`config.mk`:
```
export PLATFORM = sky130hd
export DESIGN_NAME = flg_alu_core
export DESIGN_NICKNAME = d
export VERILOG_FILES = /design/src/rtl/flg_alu_pkg.sv /design/src/rtl/flg_add_sub.sv /design/src/rtl/flg_shift_rot.sv /design/src/rtl/flg_status_eval.sv /design/src/rtl/flg_alu_core.sv
export SDC_FILE = /design/constraint.sdc
export NUM_CORES = 1
export LEC_CHECK = 0
export ABC_AREA = 1
export BUFFER_PORTS_ARGS = -buffer_cell sky130_fd_sc_hd__clkbuf_2
export CAP_MARGIN = 20
export CORE_MARGIN = 10
export CORE_UTILIZATION = 65
export CTS_BUF_LIST = sky130_fd_sc_hd__clkbuf_4 sky130_fd_sc_hd__clkbuf_8
export DETAILED_ROUTE_END_ITERATION = 10
export GPL_TIMING_DRIVEN = 0
export PLACE_DENSITY_LB_ADDON = 0.25
export SLEW_MARGIN = 20
export SYNTH_ARGS = -nofsm -noshare
export SYNTH_HDL_FRONTEND = slang
export SYNTH_SLANG_ARGS = --single-unit
export TNS_END_PERCENT = 100
```
`constraint.sdc`:
```
create_clock -name clk -period 6.81 [get_ports clk]
set_input_delay 0.681 -clock clk [delete_from_list [all_inputs] [get_ports clk]]
set_output_delay 0.681 -clock clk [all_outputs]
set_load 0.01 [all_outputs]
```
`src/rtl/flg_alu_pkg.sv`:
```
package flg_alu_pkg;

    localparam int PAR_W = 8;

    typedef enum logic [4:0] {
        OP_ADD  = 5'd0,
        OP_ADC  = 5'd1,
        OP_SUB  = 5'd2,
        OP_SBB  = 5'd3,
        OP_INC  = 5'd4,
        OP_DEC  = 5'd5,
        OP_NEG  = 5'd6,
        OP_CMP  = 5'd7,
        OP_AND  = 5'd8,
        OP_OR   = 5'd9,
        OP_XOR  = 5'd10,
        OP_NOT  = 5'd11,
        OP_TEST = 5'd12,
        OP_SHL  = 5'd13,
        OP_SHR  = 5'd14,
        OP_SAR  = 5'd15,
        OP_ROL  = 5'd16,
        OP_ROR  = 5'd17,
        OP_RCL  = 5'd18,
        OP_RCR  = 5'd19,
        OP_STC  = 5'd20,
        OP_CLC  = 5'd21,
        OP_CMC  = 5'd22
    } alu_op_e;

    typedef enum logic [1:0] {
        UNIT_NONE,
        UNIT_ARITH,
        UNIT_LOGIC,
        UNIT_SHIFT
    } unit_e;

    typedef enum logic [1:0] {
        LG_AND,
        LG_OR,
        LG_XOR,
        LG_NOT
    } logic_e;

    typedef enum logic [2:0] {
        SK_SHL,
        SK_SHR,
        SK_SAR,
        SK_ROL,
        SK_ROR,
        SK_RCL,
        SK_RCR
    } shift_e;

    typedef enum logic [1:0] {
        CC_KEEP,
        CC_SET,
        CC_CLR,
        CC_FLIP
    } carry_ctl_e;

    typedef struct packed {
        logic ovf;
        logic sgn;
        logic zro;
        logic par;
        logic aux;
        logic cry;
    } flag_t;

    localparam logic [5:0] UPD_ALL  = 6'b111111;
    localparam logic [5:0] UPD_NOC  = 6'b111110;
    localparam logic [5:0] UPD_CO   = 6'b100001;
    localparam logic [5:0] UPD_C    = 6'b000001;
    localparam logic [5:0] UPD_NONE = 6'b000000;

endpackage

```
`src/rtl/flg_add_sub.sv`:
```
module flg_add_sub #(
    parameter int W = 16
) (
    input  logic         wide,
    input  logic         do_sub,
    input  logic [W-1:0] x,
    input  logic [W-1:0] y,
    input  logic         cin,
    input  logic [W-1:0] mask,
    output logic [W-1:0] res,
    output logic         cry,
    output logic         aux,
    output logic         ovf
);
    localparam int HALF_W = W / 2;

    logic [W:0] sum;
    logic       xm, ym, rm;

    always_comb begin
        if (do_sub) begin
            sum = {1'b0, x} - {1'b0, y} - {{W{1'b0}}, cin};
        end else begin
            sum = {1'b0, x} + {1'b0, y} + {{W{1'b0}}, cin};
        end
    end

    assign res = sum[W-1:0] & mask;
    assign cry = wide ? sum[W] : sum[HALF_W];
    assign aux = x[4] ^ y[4] ^ sum[4];
    assign xm  = wide ? x[W-1] : x[HALF_W-1];
    assign ym  = wide ? y[W-1] : y[HALF_W-1];
    assign rm  = wide ? res[W-1] : res[HALF_W-1];

    always_comb begin
        if (do_sub) begin
            ovf = (xm != ym) && (rm != xm);
        end else begin
            ovf = (xm == ym) && (rm != xm);
        end
    end

endmodule

```
`src/rtl/flg_shift_rot.sv`:
```
module flg_shift_rot
    import flg_alu_pkg::*;
#(
    parameter int W = 16
) (
    input  logic         wide,
    input  shift_e       kind,
    input  logic [W-1:0] a,
    input  logic         cin,
    input  logic [W-1:0] mask,
    output logic [W-1:0] res,
    output logic         cry,
    output logic         ovf
);
    localparam int HALF_W = W / 2;
    localparam logic [W-1:0] TOP_FULL = {1'b1, {(W-1){1'b0}}};
    localparam logic [W-1:0] TOP_HALF = {{HALF_W{1'b0}}, 1'b1, {(HALF_W-1){1'b0}}};

    logic [W-1:0] left, right, top_one;
    logic         old_top, new_top, new_next;

    assign top_one = wide ? TOP_FULL : TOP_HALF;
    assign old_top = wide ? a[W-1] : a[HALF_W-1];
    assign left    = (a << 1) & mask;
    assign right   = a >> 1;

    always_comb begin
        res = left;
        cry = old_top;
        unique case (kind)
            SK_SHL: begin res = left;                                cry = old_top; end
            SK_SHR: begin res = right;                               cry = a[0];    end
            SK_SAR: begin res = right | (old_top ? top_one : '0);    cry = a[0];    end
            SK_ROL: begin res = left | {{(W-1){1'b0}}, old_top};     cry = old_top; end
            SK_ROR: begin res = right | (a[0] ? top_one : '0);       cry = a[0];    end
            SK_RCL: begin res = left | {{(W-1){1'b0}}, cin};         cry = old_top; end
            SK_RCR: begin res = right | (cin ? top_one : '0);        cry = a[0];    end
            default: begin res = left;                               cry = old_top; end
        endcase
    end

    assign new_top  = wide ? res[W-1] : res[HALF_W-1];
    assign new_next = wide ? res[W-2] : res[HALF_W-2];

    always_comb begin
        unique case (kind)
            SK_SHL, SK_ROL, SK_RCL: ovf = new_top ^ cry;
            SK_SHR:                 ovf = old_top;
            SK_SAR:                 ovf = 1'b0;
            SK_ROR, SK_RCR:         ovf = new_top ^ new_next;
            default:                ovf = 1'b0;
        endcase
    end

endmodule

```
`src/rtl/flg_status_eval.sv`:
```
module flg_status_eval
    import flg_alu_pkg::*;
#(
    parameter int W = 16
) (
    input  logic         wide,
    input  logic [W-1:0] res,
    output logic         par,
    output logic         zro,
    output logic         sgn
);
    localparam int HALF_W = W / 2;

    assign par = ~^res[PAR_W-1:0];
    assign zro = (res == '0);
    assign sgn = wide ? res[W-1] : res[HALF_W-1];

endmodule

```
`src/rtl/flg_alu_core.sv`:
```
module flg_alu_core
    import flg_alu_pkg::*;
#(
    parameter int DATA_W = 16
) (
    input  logic              clk,
    input  logic              rst_n,
    input  logic              op_valid,
    input  logic [4:0]        op_code,
    input  logic              wide,
    input  logic [DATA_W-1:0] opnd_a,
    input  logic [DATA_W-1:0] opnd_b,
    output logic [DATA_W-1:0] res_out,
    output logic              res_we,
    output logic [5:0]        flags_out
);
    localparam int HALF_W = DATA_W / 2;
    localparam logic [DATA_W-1:0] MASK_FULL = {DATA_W{1'b1}};
    localparam logic [DATA_W-1:0] MASK_HALF = {{HALF_W{1'b0}}, {HALF_W{1'b1}}};
    localparam logic [DATA_W-1:0] ONE_W     = {{(DATA_W-1){1'b0}}, 1'b1};

    alu_op_e             op_e;
    unit_e               d_unit;
    logic_e              d_lop;
    shift_e              d_shk;
    carry_ctl_e          d_cc;
    logic                d_sub, d_yone, d_xzero, d_cin_cf, d_wr;
    logic [5:0]          d_mask;

    logic [DATA_W-1:0]   wmask, a_m, b_m, x_in, y_in;
    logic [DATA_W-1:0]   as_res, sh_res, lg_res, res_sel;
    logic                as_cry, as_aux, as_ovf, sh_cry, sh_ovf;
    logic                ev_par, ev_zro, ev_sgn;

    flag_t               flags_q, flag_new;
    logic [5:0]          flags_d;
    logic [DATA_W-1:0]   res_q;
    logic                we_q;

    assign op_e  = alu_op_e'(op_code);
    assign wmask = wide ? MASK_FULL : MASK_HALF;
    assign a_m   = opnd_a & wmask;
    assign b_m   = opnd_b & wmask;

    // Decode: which unit, how the operands feed it, what is written back
    always_comb begin
        d_unit   = UNIT_NONE;
        d_lop    = LG_AND;
        d_shk    = SK_SHL;
        d_cc     = CC_KEEP;
        d_sub    = 1'b0;
        d_yone   = 1'b0;
        d_xzero  = 1'b0;
        d_cin_cf = 1'b0;
        d_wr     = 1'b0;
        d_mask   = UPD_NONE;
        unique case (op_e)
            OP_ADD:  begin d_unit = UNIT_ARITH; d_wr = 1'b1; d_mask = UPD_ALL; end
            OP_ADC:  begin d_unit = UNIT_ARITH; d_wr = 1'b1; d_mask = UPD_ALL; d_cin_cf = 1'b1; end
            OP_SUB:  begin d_unit = UNIT_ARITH; d_wr = 1'b1; d_mask = UPD_ALL; d_sub = 1'b1; end
            OP_SBB:  begin d_unit = UNIT_ARITH; d_wr = 1'b1; d_mask = UPD_ALL; d_sub = 1'b1; d_cin_cf = 1'b1; end
            OP_INC:  begin d_unit = UNIT_ARITH; d_wr = 1'b1; d_mask = UPD_NOC; d_yone = 1'b1; end
            OP_DEC:  begin d_unit = UNIT_ARITH; d_wr = 1'b1; d_mask = UPD_NOC; d_yone = 1'b1; d_sub = 1'b1; end
            OP_NEG:  begin d_unit = UNIT_ARITH; d_wr = 1'b1; d_mask = UPD_ALL; d_xzero = 1'b1; d_sub = 1'b1; end
            OP_CMP:  begin d_unit = UNIT_ARITH; d_mask = UPD_ALL; d_sub = 1'b1; end
            OP_AND:  begin d_unit = UNIT_LOGIC; d_wr = 1'b1; d_mask = UPD_ALL; d_lop = LG_AND; end
            OP_OR:   begin d_unit = UNIT_LOGIC; d_wr = 1'b1; d_mask = UPD_ALL; d_lop = LG_OR; end
            OP_XOR:  begin d_unit = UNIT_LOGIC; d_wr = 1'b1; d_mask = UPD_ALL; d_lop = LG_XOR; end
            OP_NOT:  begin d_unit = UNIT_LOGIC; d_wr = 1'b1; d_mask = UPD_NONE; d_lop = LG_NOT; end
            OP_TEST: begin d_unit = UNIT_LOGIC; d_mask = UPD_ALL; d_lop = LG_AND; end
            OP_SHL:  begin d_unit = UNIT_SHIFT; d_wr = 1'b1; d_mask = UPD_ALL; d_shk = SK_SHL; end
            OP_SHR:  begin d_unit = UNIT_SHIFT; d_wr = 1'b1; d_mask = UPD_ALL; d_shk = SK_SHR; end
            OP_SAR:  begin d_unit = UNIT_SHIFT; d_wr = 1'b1; d_mask = UPD_ALL; d_shk = SK_SAR; end
            OP_ROL:  begin d_unit = UNIT_SHIFT; d_wr = 1'b1; d_mask = UPD_CO;  d_shk = SK_ROL; end
            OP_ROR:  begin d_unit = UNIT_SHIFT; d_wr = 1'b1; d_mask = UPD_CO;  d_shk = SK_ROR; end
            OP_RCL:  begin d_unit = UNIT_SHIFT; d_wr = 1'b1; d_mask = UPD_CO;  d_shk = SK_RCL; end
            OP_RCR:  begin d_unit = UNIT_SHIFT; d_wr = 1'b1; d_mask = UPD_CO;  d_shk = SK_RCR; end
            OP_STC:  begin d_mask = UPD_C; d_cc = CC_SET;  end
            OP_CLC:  begin d_mask = UPD_C; d_cc = CC_CLR;  end
            OP_CMC:  begin d_mask = UPD_C; d_cc = CC_FLIP; end
            default: begin d_mask = UPD_NONE; end
        endcase
    end

    assign x_in = d_xzero ? '0 : a_m;
    assign y_in = d_xzero ? a_m : (d_yone ? ONE_W : b_m);

    flg_add_sub #(.W(DATA_W)) u_add_sub (
        .wide   (wide),
        .do_sub (d_sub),
        .x      (x_in),
        .y      (y_in),
        .cin    (d_cin_cf & flags_q.cry),
        .mask   (wmask),
        .res    (as_res),
        .cry    (as_cry),
        .aux    (as_aux),
        .ovf    (as_ovf)
    );

    flg_shift_rot #(.W(DATA_W)) u_shift_rot (
        .wide (wide),
        .kind (d_shk),
        .a    (a_m),
        .cin  (flags_q.cry),
        .mask (wmask),
        .res  (sh_res),
        .cry  (sh_cry),
        .ovf  (sh_ovf)
    );

    always_comb begin
        unique case (d_lop)
            LG_AND:  lg_res = a_m & b_m;
            LG_OR:   lg_res = a_m | b_m;
            LG_XOR:  lg_res = a_m ^ b_m;
            LG_NOT:  lg_res = ~a_m & wmask;
            default: lg_res = a_m & b_m;
        endcase
    end

    always_comb begin
        unique case (d_unit)
            UNIT_ARITH: res_sel = as_res;
            UNIT_LOGIC: res_sel = lg_res;
            UNIT_SHIFT: res_sel = sh_res;
            default:    res_sel = res_q;
        endcase
    end

    flg_status_eval #(.W(DATA_W)) u_status_eval (
        .wide (wide),
        .res  (res_sel),
        .par  (ev_par),
        .zro  (ev_zro),
        .sgn  (ev_sgn)
    );

    // Candidate flag values per unit, then merge through the update mask
    always_comb begin
        flag_new     = flags_q;
        flag_new.par = ev_par;
        flag_new.zro = ev_zro;
        flag_new.sgn = ev_sgn;
        unique case (d_unit)
            UNIT_ARITH: begin
                flag_new.cry = as_cry;
                flag_new.aux = as_aux;
                flag_new.ovf = as_ovf;
            end
            UNIT_LOGIC: begin
                flag_new.cry = 1'b0;
                flag_new.aux = 1'b0;
                flag_new.ovf = 1'b0;
            end
            UNIT_SHIFT: begin
                flag_new.cry = sh_cry;
                flag_new.aux = 1'b0;
                flag_new.ovf = sh_ovf;
            end
            default: begin
                flag_new = flags_q;
            end
        endcase
        unique case (d_cc)
            CC_SET:  flag_new.cry = 1'b1;
            CC_CLR:  flag_new.cry = 1'b0;
            CC_FLIP: flag_new.cry = ~flags_q.cry;
            default: ;
        endcase
    end

    assign flags_d = (flag_new & d_mask) | (flags_q & ~d_mask);

    always_ff @(posedge clk or negedge rst_n) begin
        if (!rst_n) begin
            flags_q <= '0;
            res_q   <= '0;
            we_q    <= 1'b0;
        end else begin
            we_q <= op_valid && d_wr;
            if (op_valid) begin
                flags_q <= flags_d;
                if (d_wr) begin
                    res_q <= res_sel;
                end
            end
        end
    end

    assign res_out   = res_q;
    assign res_we    = we_q;
    assign flags_out = flags_q;

    AST_IDLE_HOLD: assert property (@(posedge clk) disable iff (!rst_n) !op_valid |=> ($stable(res_out) && $stable(flags_out) && !res_we)) else $error("idle changed state");
    AST_INCDEC_CARRY: assert property (@(posedge clk) disable iff (!rst_n) (op_valid && (op_e == OP_INC || op_e == OP_DEC)) |=> $stable(flags_out[0])) else $error("inc/dec touched carry");
    AST_PARITY_LOW: assert property (@(posedge clk) disable iff (!rst_n) (op_valid && d_wr && d_mask[2]) |=> (flags_out[2] == ~^res_out[7:0])) else $error("parity mismatch");
    AST_ZERO_MATCH: assert property (@(posedge clk) disable iff (!rst_n) (op_valid && d_wr && d_mask[3]) |=> (flags_out[3] == (res_out == '0))) else $error("zero flag mismatch");
    AST_NARROW_UPPER: assert property (@(posedge clk) disable iff (!rst_n) (op_valid && d_wr && !wide) |=> (res_out[DATA_W-1:HALF_W] == '0)) else $error("upper byte not clear");
    AST_LOGIC_CLEARS: assert property (@(posedge clk) disable iff (!rst_n) (op_valid && d_unit == UNIT_LOGIC && d_lop != LG_NOT) |=> (!flags_out[0] && !flags_out[5] && !flags_out[1])) else $error("logic op left C/O/A");
    AST_NO_WRITEBACK: assert property (@(posedge clk) disable iff (!rst_n) (op_valid && (op_e == OP_CMP || op_e == OP_TEST)) |=> (!res_we && $stable(res_out))) else $error("compare wrote result");
    AST_ROT_KEEP: assert property (@(posedge clk) disable iff (!rst_n) (op_valid && op_code >= 5'd16 && op_code <= 5'd19) |=> $stable(flags_out[4:1])) else $error("rotate changed PSZA");
    AST_CARRY_SET: assert property (@(posedge clk) disable iff (!rst_n) (op_valid && op_e == OP_STC) |=> flags_out[0]) else $error("STC failed");
    AST_CARRY_CLR: assert property (@(posedge clk) disable iff (!rst_n) (op_valid && op_e == OP_CLC) |=> !flags_out[0]) else $error("CLC failed");
    AST_CARRY_FLIP: assert property (@(posedge clk) disable iff (!rst_n) (op_valid && op_e == OP_CMC) |=> (flags_out[0] != $past(flags_out[0]))) else $error("CMC failed");
    AST_UNDEF_NOP: assert property (@(posedge clk) disable iff (!rst_n) (op_valid && op_code > 5'd22) |=> ($stable(flags_out) && $stable(res_out) && !res_we)) else $error("undefined code acted");

endmodule

```
# Word-level counts from Yosys, hierarchy flattened
# Index checks and enable logic that the tools add are counted.
[totals]
ff_bits = 23
latch_bits = 0
mem_bits_rw = 0
romBits = 0
input_bits = 41
output_inout_bits = 23
elab_cells = 136
mem_count = 0
[op_classes]
addsub = 4
multipliers = 0
div = 0
magnitude_cmp = 0
eq_ne = 40
n_shift = 0
mux = 37
n_bitwise = 24
reduce_logical = 23
[ops]
columns = ["operator", "count"]
rows = [
  ["$mux W16", 8],
  ["$and A16 B16 Y16", 6],
  ["$pmux W16 S6", 1],
  ["$pmux W16 S4", 1],
  ["$or A15 B16 Y16", 3],
  ["$pmux W16 S3", 1],
  ["$eq A5 B4 Y1 const B", 8],
  ["$eq A5 B5 Y1 const B", 7],
  ["$or A16 B1 Y16", 2],
  ["$pmux W2 S3", 4],
  ["$pmux W6 S4", 1],
  ["$eq A5 B3 Y1 const B", 4],
  ["$pmux W3 S6", 1],
  ["$reduce_or A18 Y1", 1],
  ["$add A16 B16 Y17", 1],
  ["$add A17 B1 Y17", 1],
  ["$mux W17", 1],
  ["$sub A16 B16 Y17", 1],
  ["$sub A17 B1 Y17", 1],
  ["$logic_not A16 Y1", 1],
  ["$not A16 Y16", 1],
  ["$or A16 B16 Y16", 1],
  ["$xor A16 B16 Y16", 1],
  ["$mux W1", 15],
  ["30 further kinds", 56],
]

# Logic depth before layout (Yosys ltp)
# Gate-level depths: netlist of run 1.
[logic_depth]
word_depth = 16
ltp_mapped = 34
mapped_depth_nobuf = 30

# Modules after synthesis
# Synthesis of run 1 repeated with hierarchy kept, for this count alone.
[hier_totals]
hier_cells = 1111
area_unflattened_um2 = 6389.9
[modules_own_cells]
columns = ["mod", "n_inst", "cells_per_inst", "area_per_inst_um2", "seq_area_each_um2"]
rows = [
  ["flg_alu_core", 1, 553, 3343.2, 575.6],
  ["flg_add_sub", 1, 409, 2331.0, 0.0],
  ["flg_shift_rot", 1, 106, 513.0, 0.0],
  ["flg_status_eval", 1, 43, 202.7, 0.0],
]

# Worst setup path before layout of run 1
# OpenSTA, ideal clock, no wires.
[synth_timing]
path_type = "input-to-reg"
startpoint = "input op_code[0]"
endpoint = "register with a tool-made name"
arrival_ps = 4185
required_ps = 6683
path_slack_ps = 2497
path_stages = 29
path_cell_list = "buf_6 > inv_2 > nand2_2 > nor2_2 > nand2_2 > buf_6 > inv_1 > clkbuf_1 > nor2_1 > inv_1 > ha_1 > clkbuf_1 > inv_1 > ha_1 > nand2_1 > inv_1 > nand3_1 > o21ai_2 > nand2_1 > nand2_1 > nand2_1 > nand3_1 > nand3_1 > o211ai_1 > inv_1 > ha_1 > xor2_1 > xnor2_1 > o21ai_0"
[synth_lines]
columns = ["element", "line", "rtl"]
rows = [
  ["start, declared", "flg_alu_core.sv:9", "input logic [4:0] op_code,"],
]

==> metrics.yaml, run 1 <==
floorplanning:
  core_area_um2: 8341
  io_pins: 64
  core.rowCount: 33
  die-area_um2: 12850
  die_h_um: 113.3
  initial_core_util_pct: 67.90
  die_w_um: 113.3
yosys:
  synth_fp_nets: 1101
  synthTopCellsByCount: "nand2_1, inv_1, nor2_1, nand3_1, ha_1"
  synth_edf_count: 0
  synth_cells: 977
  ys.flop_type: "dfrtp_1"
  synthAdderAreaFrac_pct: 18.87
  synth_top_family_by_area: "simple AND/OR/NAND/NOR gates"
  synth-seq-cells: 23
  synthTopCellsByArea: "ha_1, nand2_1, dfrtp_1"
  synth_mux_area_share_pct: 0
  ys_seq_area_share_pct: 10.16
  syn_area_um2: 5663
  synth_most_common_cell: "nand2_1"
  ys_warn_count: 0
  synth_xor_area_share_pct: 1.392
  avgSynthCellArea_um2: 5.796
  synth-simple-area-share_pct: 36.50
  synth_top_cell_by_area: "ha_1"
  synth_top_area_share_pct: 17.45
  synth.distinct_cells: 42
  synthArstFlopShare_pct: 100.0
  synth_compound_area_share_pct: 19.49
global_routing:
  grt_max_degree: 24
  grt-ovfl-total: 0
  grt_first_pass_wirelength_um: 30000
  antenna_found_initial: 0
  track_usage_pct: 27.62
  grt_pass1_vias: 6182
setup_path:
  critPathMaxFanout: 10
  cp.arrival_ns: 5.52
  slowest_stage: "clkbuf_1"
  regToRegSetupSlack_ns: 2.75
  end_kind: "flip-flop"
  cp_common_cell: "nand3_1"
  cpPeakStageDelay_ns: 0.49
  path_class: "primary input to flip-flop"
  r2r_cells: 25
  crit_path_start_kind: "primary input"
  crit_required_ns: 7.01
clock_network:
  post_cts_buffers: 0
  holdBufCountCts: 0
  cts_max_level: 1
  cts_tree: "built"
  clk_latency_ns: 0.26
  post_cts_resized: 0
  cts-buffers-inserted: 3
  root_buffer: "clkbuf_8"
  clock_sinks: 23
  clk_transition_reported_paths_ns: 0.08
  cts_buffer_depth: 2
sta:
  fmax_mhz: 187.9
  period_share_pct: 78.15
  setup_violations: 0
  finalClockSkew_ns: 0.001434
  grt_setup_unrepaired: "false"
  maxSlewViolCount: 0
  hold_violations: 0
  fin_crit_ns: 5.322
  tightest_slew_ns: 0.8393
  fin_tns_setup_ns: 0
  maxSlewHeadroom_pct: 44.05
run:
  maxCapViolCount: 0
run_status:
  status: "complete, no violations"
final_layout:
  num_antenna_cells: 0
  fill_cells: 813
  final_area_um2: 6148
  layout.nets: 1167
  syn_to_final_growth_pct: 8.573
  drive_above_1_share_pct: 12.00
  fin_cells: 1147
  post-route-util_pct: 73.72
placed_design:
  placed_area_um2: 6100
  dp_hpwl_um: 15570
  gp_congestion: 0.9953
  io_buffers: 61
  dp_cells: 1143
route:
  vias: 6836
  via_per_inst: 5.960
  routed_wl_um: 18640
  firstDrtPassIters: 8
  drt_iter0_drc: 772
  drc_errors: 0
  ant_nets: 0
  wl_per_cell_um: 16.25
power:
  vdd_drop_max_mv: 0.1391
  power.density_nw_per_um2: 145.1
  p_leak_nw: 3.456
worst_hold_path:
  hold_class: "primary input to async pin"
## routing by layer
layer	share of wire, %	GRT usage [%]
met5	0	0
met4	3.5	9.475
met3	12	6.233
met2	42	41.55
met1	42	37.72
## worst max-delay path by stage
| stage | from | to | slack (ns) | depth (start not counted) |
|---|---|---|---|---|
| 6_report | op_code[3] | flip-flop | 1.49 | 31 |
| 5_1_grt | op_code[3] | flip-flop | 1.10 | 31 |
| 4_1_cts | op_code[1] | flip-flop | 1.65 | 33 |
| 3_5_place_dp | op_code[1] | flip-flop | 1.40 | 33 |
| 3_3_place_gp | op_code[1] | flip-flop | 1.47 | 33 |
| 2_1_floorplan | op_code[0] | flip-flop | 2.50 | 29 |
## logic make-up (layout without fill, tap and decap cells)
group | after synthesis | in the layout
simple gates | 488 | 488
compound gates | 185 | 185
buf+inv | 189 | 254
flops | 23 | 23
fa+ha+maj | 83 | 83
xor+xnor | 9 | 9
## cell type report
class                   instances  area [µm²]  share of cell area (%)
well taps                     105       131.4                   2.137
multi-input cells             765        4318                   70.23
repair buffers                 61       305.3                   4.965
clock buffers                   4       48.80                  0.7937
inverters                     163       614.3                   9.992
flip-flops and latches         23       575.6                   9.361
plain buffers                  26       155.1                   2.523
## critical path: cells and delay by family
kind / cells / cell delay, ns
buffers and inverters: 8 / 1.50
AO/OA/AOI/OAI: 3 / 0.61
adder cells (fa/ha/maj): 3 / 0.84
AND/OR/NAND/NOR: 17 / 1.89
## placed cells by master, fill, tap and decap left out, types with 13 or more instances in the layout
master,netlist,final
ha_1,79,79
a21oi_1,53,53
inv_2,13,13
clkbuf_2,0,61
o21ai_0,63,63
nor2_1,111,111
inv_1,149,149
nand3_1,80,80
dfrtp_1,23,23
o22ai_1,20,20
nand2_1,249,249
## report_power, final
part	internal (W)	leakage (nW)	switching [W]
combinational	0.000216	3.14	0.000383
sequential	0.000175	0.295	0.0000311
clock	0.0000456	0.0262	0.0000412
## per-stage QoR
step	total power (W)	worst slack, ns	hold slack [ns]
6_report	0.0008918	1.488	0.4044
5_1_grt	0.0009764	1.098	0.4299
4_1_cts	0.0008838	1.651	0.4161
3_5_place_dp	0.0007934	1.403	0.4856
3_3_place_gp	0.0007825	1.474	0.4632
2_1_floorplan	0.0006150	2.498	0.3854
Power figures use the tool's default switching activity.
==> run 2, diff against run 1 <==
--- a/config.mk
+++ b/config.mk
@@ -9,7 +9,7 @@
 export BUFFER_PORTS_ARGS = -buffer_cell sky130_fd_sc_hd__clkbuf_2
 export CAP_MARGIN = 20
 export CORE_MARGIN = 10
-export CORE_UTILIZATION = 65
+export CORE_UTILIZATION = 56
 export CTS_BUF_LIST = sky130_fd_sc_hd__clkbuf_4 sky130_fd_sc_hd__clkbuf_8
 export DETAILED_ROUTE_END_ITERATION = 10
 export GPL_TIMING_DRIVEN = 0
==> constraint.sdc (replaced) <==
create_clock -name clk -period 4.8 [get_ports clk]
set_input_delay 0.48 -clock clk [delete_from_list [all_inputs] [get_ports clk]]
set_output_delay 0.48 -clock clk [all_outputs]
set_load 0.01 [all_outputs]
==> metrics.yaml, run 2 (synthesis results as in run 1) <==
run_status:
  status: "complete, no violations"  # unchanged
route:
  wl_per_cell_um: 16.02  # was 16.25 µm
  routed_wl_um: 18860  # was 18640 µm
  wl_met1_um: 8620  # was 7894 µm
  highest_layer: "met4"  # unchanged
  via_per_inst: 5.670  # was 5.960
  wl_met2_um: 7953  # was 7793 µm
  dr_wl_met3_um: 1872  # was 2305 µm
  drt_iter0_drc: 838  # was 772
  drc_errors: 0  # unchanged
  vias: 6674  # was 6836
  ant_nets: 0  # unchanged
  firstDrtPassIters: 6  # was 8
setup_path:
  r2r_cells: 22  # was 25
  slowest_stage: "ha_2"  # was clkbuf_1
  crit_cells: 31  # unchanged
  cpPeakStageDelay_ns: 0.40  # was 0.49 ns
  cp.arrival_ns: 4.63  # was 5.52 ns
  path_class: "primary input to flip-flop"  # unchanged
  regToRegSetupSlack_ns: 0.67  # was 2.75 ns
  startpoint: "op_code[1]"  # was op_code[3]
  cp_top_family: "simple AND/OR/NAND/NOR gates"  # unchanged
  critPathMaxFanout: 11  # was 10
  path_buf_inv: 7  # was 8
  crit_required_ns: 5.01  # was 7.01 ns
  cp_common_cell: "nand2_1"  # was nand3_1
  crit_path_start_kind: "primary input"  # unchanged
  end_kind: "flip-flop"  # unchanged
power:
  power.density_nw_per_um2: 203.2  # was 145.1 nW/µm²
  vdd_drop_max_mv: 0.2418  # was 0.1391 mV
  p_leak_nw: 3.470  # was 3.456 nW
placed_design:
  dp_cells: 1171  # was 1143
  io_buffers: 61  # unchanged
  dp_hpwl_um: 15810  # was 15570 µm
  pre_cts_ws_ns: -0.4292  # was 1.403 ns
  gp_congestion: 0.9866  # was 0.9953
final_layout:
  multi_input_area_um2: 4347  # was 4318 µm²
  fill_cells: 1054  # was 813
  fin_cells: 1177  # was 1147
  num_antenna_cells: 0  # unchanged
  regArea_um2: 575.6  # unchanged
  syn_to_final_growth_pct: 10.21  # was 8.573%
  layout.nets: 1169  # was 1167
  drive_above_1_share_pct: 13.22  # was 12.00%
  most-common-layout-cells: "nand2_1, inv_1, nor2_1, nand3_1, ha_1"  # unchanged
  final_common_cell: "nand2_1"  # unchanged
clock_network:
  clk_latency_ns: 0.27  # was 0.26 ns
  cts_max_level: 1  # unchanged
  clock_sinks: 23  # unchanged
  root_buffer: "clkbuf_8"  # unchanged
  cts_tree: "built"  # unchanged
  clk_transition_reported_paths_ns: 0.08  # about the same
  cts-buffers-inserted: 3  # unchanged
  cts_buffer_depth: 2  # unchanged
global_routing:
  track_usage_pct: 24.43  # was 27.62%
  antenna_found_initial: 0  # unchanged
  grt-ovfl-total: 0  # unchanged
  grt_max_degree: 24  # unchanged
  grt_first_pass_wirelength_um: 29700  # was 30000 µm
  grt_pass1_vias: 5992  # was 6182
floorplanning:
  die-area_um2: 14530  # was 12850 µm²
  core.rowCount: 36  # was 33
  die_w_um: 120.6  # was 113.3 µm
  initial_core_util_pct: 57.67  # was 67.90%
  core_area_um2: 9819  # was 8341 µm²
  die_h_um: 120.6  # was 113.3 µm
  io_pins: 64  # unchanged
sta:
  maxSlewHeadroom_pct: 47.83  # was 44.05%
  period_share_pct: 92.11
  fin_crit_ns: 4.421
  maxSlewViolCount: 0  # unchanged
  fin_hold_ws_ns: 0.1921  # was 0.4044 ns
  hold_violations: 0  # unchanged
  grt_setup_unrepaired: "false"  # unchanged
  fmax_mhz: 226.2
  setup_violations: 0  # unchanged
  tightest_slew_ns: 0.7825  # was 0.8393 ns
  timing.final.ws_setup_ns: 0.3787  # was 1.488 ns
  finalClockSkew_ns: 0.001638  # was 0.001434 ns
worst_hold_path:
  hold_class: "primary input to async pin"  # unchanged
run:
  maxCapViolCount: 0  # unchanged
run 2: power by group:
part / leakage (nW) / switching [W] / internal [W]
clock network: 0.0255 / 0.0000652 / 0.0000580
registers: 0.295 / 0.0000455 / 0.000248
logic: 3.15 / 0.000542 / 0.000310
run 2: worst reg2reg max path, stage by stage (launching register included):
cell and delay [ns]:
dfrtp_1 0.53, inv_1 0.10, nor3_1 0.41, fa_1 0.31
inv_1 0.09, fa_1 0.44, inv_1 0.12, nand3_1 0.08
nand2_1 0.15, xor2_1 0.16, inv_1 0.05, o21ai_0 0.40
o2111ai_1 0.22, inv_1 0.12, ha_1 0.15, nand4_1 0.11
nor2_1 0.14, nand2_1 0.09, nor2_1 0.10, nand3_1 0.07
nor2_1 0.10, nand3_1 0.08, nand2_1 0.06
run 2: layout make-up:
cell class | instances | share of cell area (%)
multi-input combinational | 765 | 69.65
inverter | 163 | 9.904
sequential | 23 | 9.222
timing repair buffer | 64 | 5.253
tap | 133 | 2.666
buffer | 24 | 2.486
clock buffer | 3 | 0.6616
clock inverter | 1 | 0.08019
timing repair inverter | 1 | 0.08019
run 2: stage by stage:
step                      total power [W]  cell area (µm²)  setup TNS (ns)  util (%)
after global routing             0.001392             6241               0     63.56
after global placement           0.001116             6135         -0.7142     62.47
after CTS                        0.001255             6178               0     62.92
final                            0.001268             6241               0     63.56
after floorplan                 0.0008726             5663               0         -
after detailed placement         0.001128             6135         -0.8340     62.47
run 2: repair_timing:
item                                    CTS  global route
resized for setup                         1            15
pin swaps                                 0             1
endpoints found under the hold margin     0             0
endpoints found under the setup margin    2             2
cloned                                    0             1
setup buffers                             0             3
hold buffers                              0             0
run 2: worst min-delay path by stage:
stage | end | slack (ns) | cells after the start
after detailed placement | flip-flop | 0.48 | 2
after floorplan | async pin | 0.18 | 0
final | async pin | 0.19 | 1
after global routing | res_out[3] | 0.23 | 1
after CTS | res_out[0] | 0.21 | 1
after global placement | flip-flop | 0.47 | 2
run 2: per-layer routing:
metal,vias up,global-route usage (%)
met5,-,0
met4,0,5.279
met3,31,3.397
met2,361,38.20
met1,2962,34.68
li1,3320,-
==> run 3, diff against run 2 <==
--- a/config.mk
+++ b/config.mk
@@ -5,7 +5,6 @@
 export SDC_FILE = /design/constraint.sdc
 export NUM_CORES = 1
 export LEC_CHECK = 0
-export ABC_AREA = 1
 export BUFFER_PORTS_ARGS = -buffer_cell sky130_fd_sc_hd__clkbuf_2
 export CAP_MARGIN = 20
 export CORE_MARGIN = 10
==> metrics.yaml, run 3 <==
floorplanning:
  die_h_um: 116.0  # was 120.6 µm
  die_w_um: 116.0  # was 120.6 µm
  core_area_um2: 8848  # was 9819 µm²
  die-area_um2: 13450  # was 14530 µm²
  core.rowCount: 34  # was 36
  io_pins: 64  # unchanged
  initial_core_util_pct: 58.30  # was 57.67%
yosys:
  synth_fp_nets: 868  # was 1101
  synthArstFlopShare_pct: 100.0  # unchanged
  synth_most_common_cell: "nand2_1"  # unchanged
  ys.flop_type: "dfrtp_1"  # unchanged
  synth_cells: 744  # was 977
  avgSynthCellArea_um2: 6.934  # was 5.796 µm²
  synth_edf_count: 0  # unchanged
  synth_top_area_share_pct: 19.16  # was 17.45%
  ys_warn_count: 0  # unchanged
  ys_seq_area_share_pct: 11.16  # was 10.16%
  synthTopCellsByCount: "nand2_1, inv_1, ha_1, o21ai_0, nor2_1"  # was nand2_1, inv_1, nor2_1, nand3_1, ha_1
  syn_area_um2: 5159  # was 5663 µm²
  synth.distinct_cells: 77  # was 42
  synth_top_cell_by_area: "ha_1"  # unchanged
  synth-seq-cells: 23  # unchanged
  synthTopCellsByArea: "ha_1, dfrtp_1, nand2_1"  # was ha_1, nand2_1, dfrtp_1
clock_network:
  root_buffer: "clkbuf_8"  # unchanged
  cts_tree: "built"  # unchanged
  cts-buffers-inserted: 3  # unchanged
  clk_transition_reported_paths_ns: 0.09  # was 0.08 ns
  cts_buffer_depth: 2  # unchanged
  cts_max_level: 1  # unchanged
  clock_sinks: 23  # unchanged
  clk_latency_ns: 0.27  # about the same
setup_path:
  path_buf_inv: 4  # was 7
  path_class: "primary input to flip-flop"  # unchanged
  cp.arrival_ns: 4.85  # was 4.63 ns
  crit_path_start_kind: "primary input"  # unchanged
  critPathMaxFanout: 10  # was 11
  end_kind: "flip-flop"  # unchanged
  r2r_cells: 19  # was 22
  cp_top_family: "compound AO/OA/AOI/OAI gates"  # was simple AND/OR/NAND/NOR gates
  path_cells: "clkbuf_2 -> clkbuf_4 -> nor2b_4 -> nand3_4 -> clkbuf_4 -> o21ai_0 -> ha_1 -> inv_1 -> ha_1 -> and3_1 -> nand2b_1 -> a21oi_2 -> o31ai_4 -> o21ai_1 -> mux2i_1 -> o311ai_1 -> and4_4 -> o41a_1"
  crit_required_ns: 4.96  # was 5.01 ns
  cpPeakStageDelay_ns: 0.57  # was 0.40 ns
  regToRegSetupSlack_ns: 0.92  # was 0.67 ns
  slowest_stage: "o21ai_0"  # was ha_2
sta:
  hold_violations: 0  # unchanged
  maxSlewHeadroom_pct: 35.20  # was 47.83%
  fin_tns_setup_ns: 0  # unchanged
  maxSlewViolCount: 0  # unchanged
  fmax_mhz: 212.9  # was 226.2 MHz
  period_share_pct: 97.87  # was 92.11%
  tightest_slew_ns: 0.9645  # was 0.7825 ns
  setup_violations: 0  # unchanged
  fin_hold_ws_ns: 0.2034  # was 0.1921 ns
  finalClockSkew_ns: 0.007613  # was 0.001638 ns
  fin_crit_ns: 4.698  # was 4.421 ns
final_layout:
  final_area_um2: 5725  # was 6241 µm²
  drive_above_1_share_pct: 14.50  # was 13.22%
  num_antenna_cells: 0  # unchanged
  most-common-layout-cells: "nand2_1, inv_1, ha_1, o21ai_0, nor2_1"  # was nand2_1, inv_1, nor2_1, nand3_1, ha_1
  syn_to_final_growth_pct: 10.99  # was 10.21%
  layout.nets: 932  # was 1169
  post-route-util_pct: 64.71  # was 63.56%
  final_common_cell: "nand2_1"  # unchanged
global_routing:
  antenna_found_initial: 1  # was 0
  grt_max_degree: 24  # unchanged
  grt_pass1_vias: 5474  # was 5992
  grt-ovfl-total: 0  # unchanged
  grt_first_pass_wirelength_um: 29170  # was 29700 µm
  track_usage_pct: 27.20  # was 24.43%
placed_design:
  gp_congestion: 1.047  # was 0.9866
  dp_hpwl_um: 15120  # was 15810 µm
  io_buffers: 60  # was 61
  placed_area_um2: 5599  # was 6135 µm²
route:
  routed_wl_um: 18460  # was 18860 µm
  wl_per_cell_um: 20.17  # was 16.02 µm
  drt_iter0_drc: 628  # was 838
  firstDrtPassIters: 6  # unchanged
  vias: 5763  # was 6674
  drc_errors: 0  # unchanged
  via_per_inst: 6.298  # was 5.670
  ant_nets: 0  # unchanged
run:
  maxCapViolCount: 0  # unchanged
power:
  vdd_drop_max_mv: 0.2112  # was 0.2418 mV
  p_leak_nw: 2.898  # was 3.470 nW
  power.density_nw_per_um2: 199.8  # was 203.2 nW/µm²
worst_hold_path:
  hold_class: "primary input to async pin"  # unchanged
run_status:
  status: "complete, no violations"  # unchanged
run 3: cell count changes after synthesis, sizes merged, moves of 8 or more:
cell / previous run / this run
a21oi: 53 / 41
xnor2: 4 / 17
nand4: 9 / 1
nor2: 121 / 70
inv: 163 / 85
clkbuf: 10 / 18
nor3: 7 / 15
o22ai: 20 / 11
a21o: 0 / 8
nand3: 81 / 20
nand2: 259 / 103
o31ai: 0 / 9
nand2b: 0 / 14
run 3: worst max-delay path by stage:
stage	start	endpoint	slack, ns	cells after the start
after CTS	op_code[2]	flip-flop	0.02	24
after global placement	op_code[2]	flip-flop	-0.75	22
after floorplan	op_code[2]	flip-flop	0.68	20
after detailed placement	op_code[2]	flip-flop	-0.73	22
after global routing	op_code[2]	flip-flop	-0.02	25
final	op_code[2]	flip-flop	0.10	18
run 3: kinds of logic (layout without fill, tap and decap cells):
kind of cell | after synthesis | after routing | synth area share, %
DFF | 23 | 23 | 11.16
xor gates and xnor gates | 26 | 26 | 4.414
adders and majority gates | 83 | 83 | 20.71
muxes | 6 | 6 | 1.188
buffers and inverters | 118 | 181 | 9.120
AOI/OAI and AO/OA | 228 | 228 | 30.20
and+or+nand+nor | 260 | 260 | 23.21
run 3: layout make-up:
class                   instances  area, µm²
plain buffers                  32      157.7
clock inverters                 1      5.005
well taps                     108      135.1
fillers                       869       3123
multi-input cells             603       4192
clock buffers                   3      41.29
repair buffers                 60      300.3
inverters                      85      319.1
flip-flops and latches         23      575.6
run 3: layer usage:
layer	up-vias	track usage (%)	share of wire, %
met4	2	5.338	1.6
met1	2702	36.75	43
li1	2740	-	-
met2	293	42.36	44
met3	26	7.700	11
met5	-	0	0.054
run 3: power breakdown:
group / switching, W / internal, W
logic: 0.000454 / 0.000298
registers: 0.0000375 / 0.000231
clock network: 0.0000654 / 0.0000581
total: 0.000557 / 0.000587
run 3: through the flow:
stage                     setup WS [ns]  instances  power (W)
after floorplan                  0.6777        744  0.0007685
after global placement          -0.7522        912  0.0009695
after detailed placement        -0.7294        912  0.0009881
after CTS                       0.02280        916   0.001119
after global routing           -0.02307        915   0.001235
final                            0.1023        915   0.001144
run 3: what timing repair did:
item | in CTS | in global routing
endpoints found under the setup margin | 4 | 4
pin swaps | 0 | 1
resized for setup | 7 | 20
hold endpoints to repair | 0 | 0
hold buffers | 0 | 0
buffers inserted | 0 | 0
run 3: worst register-to-register path, stage by stage, from the launching register on:
cell	delay, ns
dfrtp_1	0.45
nand3_1	0.17
inv_1	0.13
fa_1	0.27
inv_1	0.09
fa_1	0.44
nor2_1	0.18
o21a_1	0.13
nor2_1	0.04
xnor2_1	0.14
nor2_1	0.07
a21oi_2	0.21
o211ai_1	0.12
a221oi_2	0.41
ha_1	0.21
nand4_1	0.10
nor2_1	0.18
nand3_1	0.10
nor4_1	0.18
a32o_1	0.21
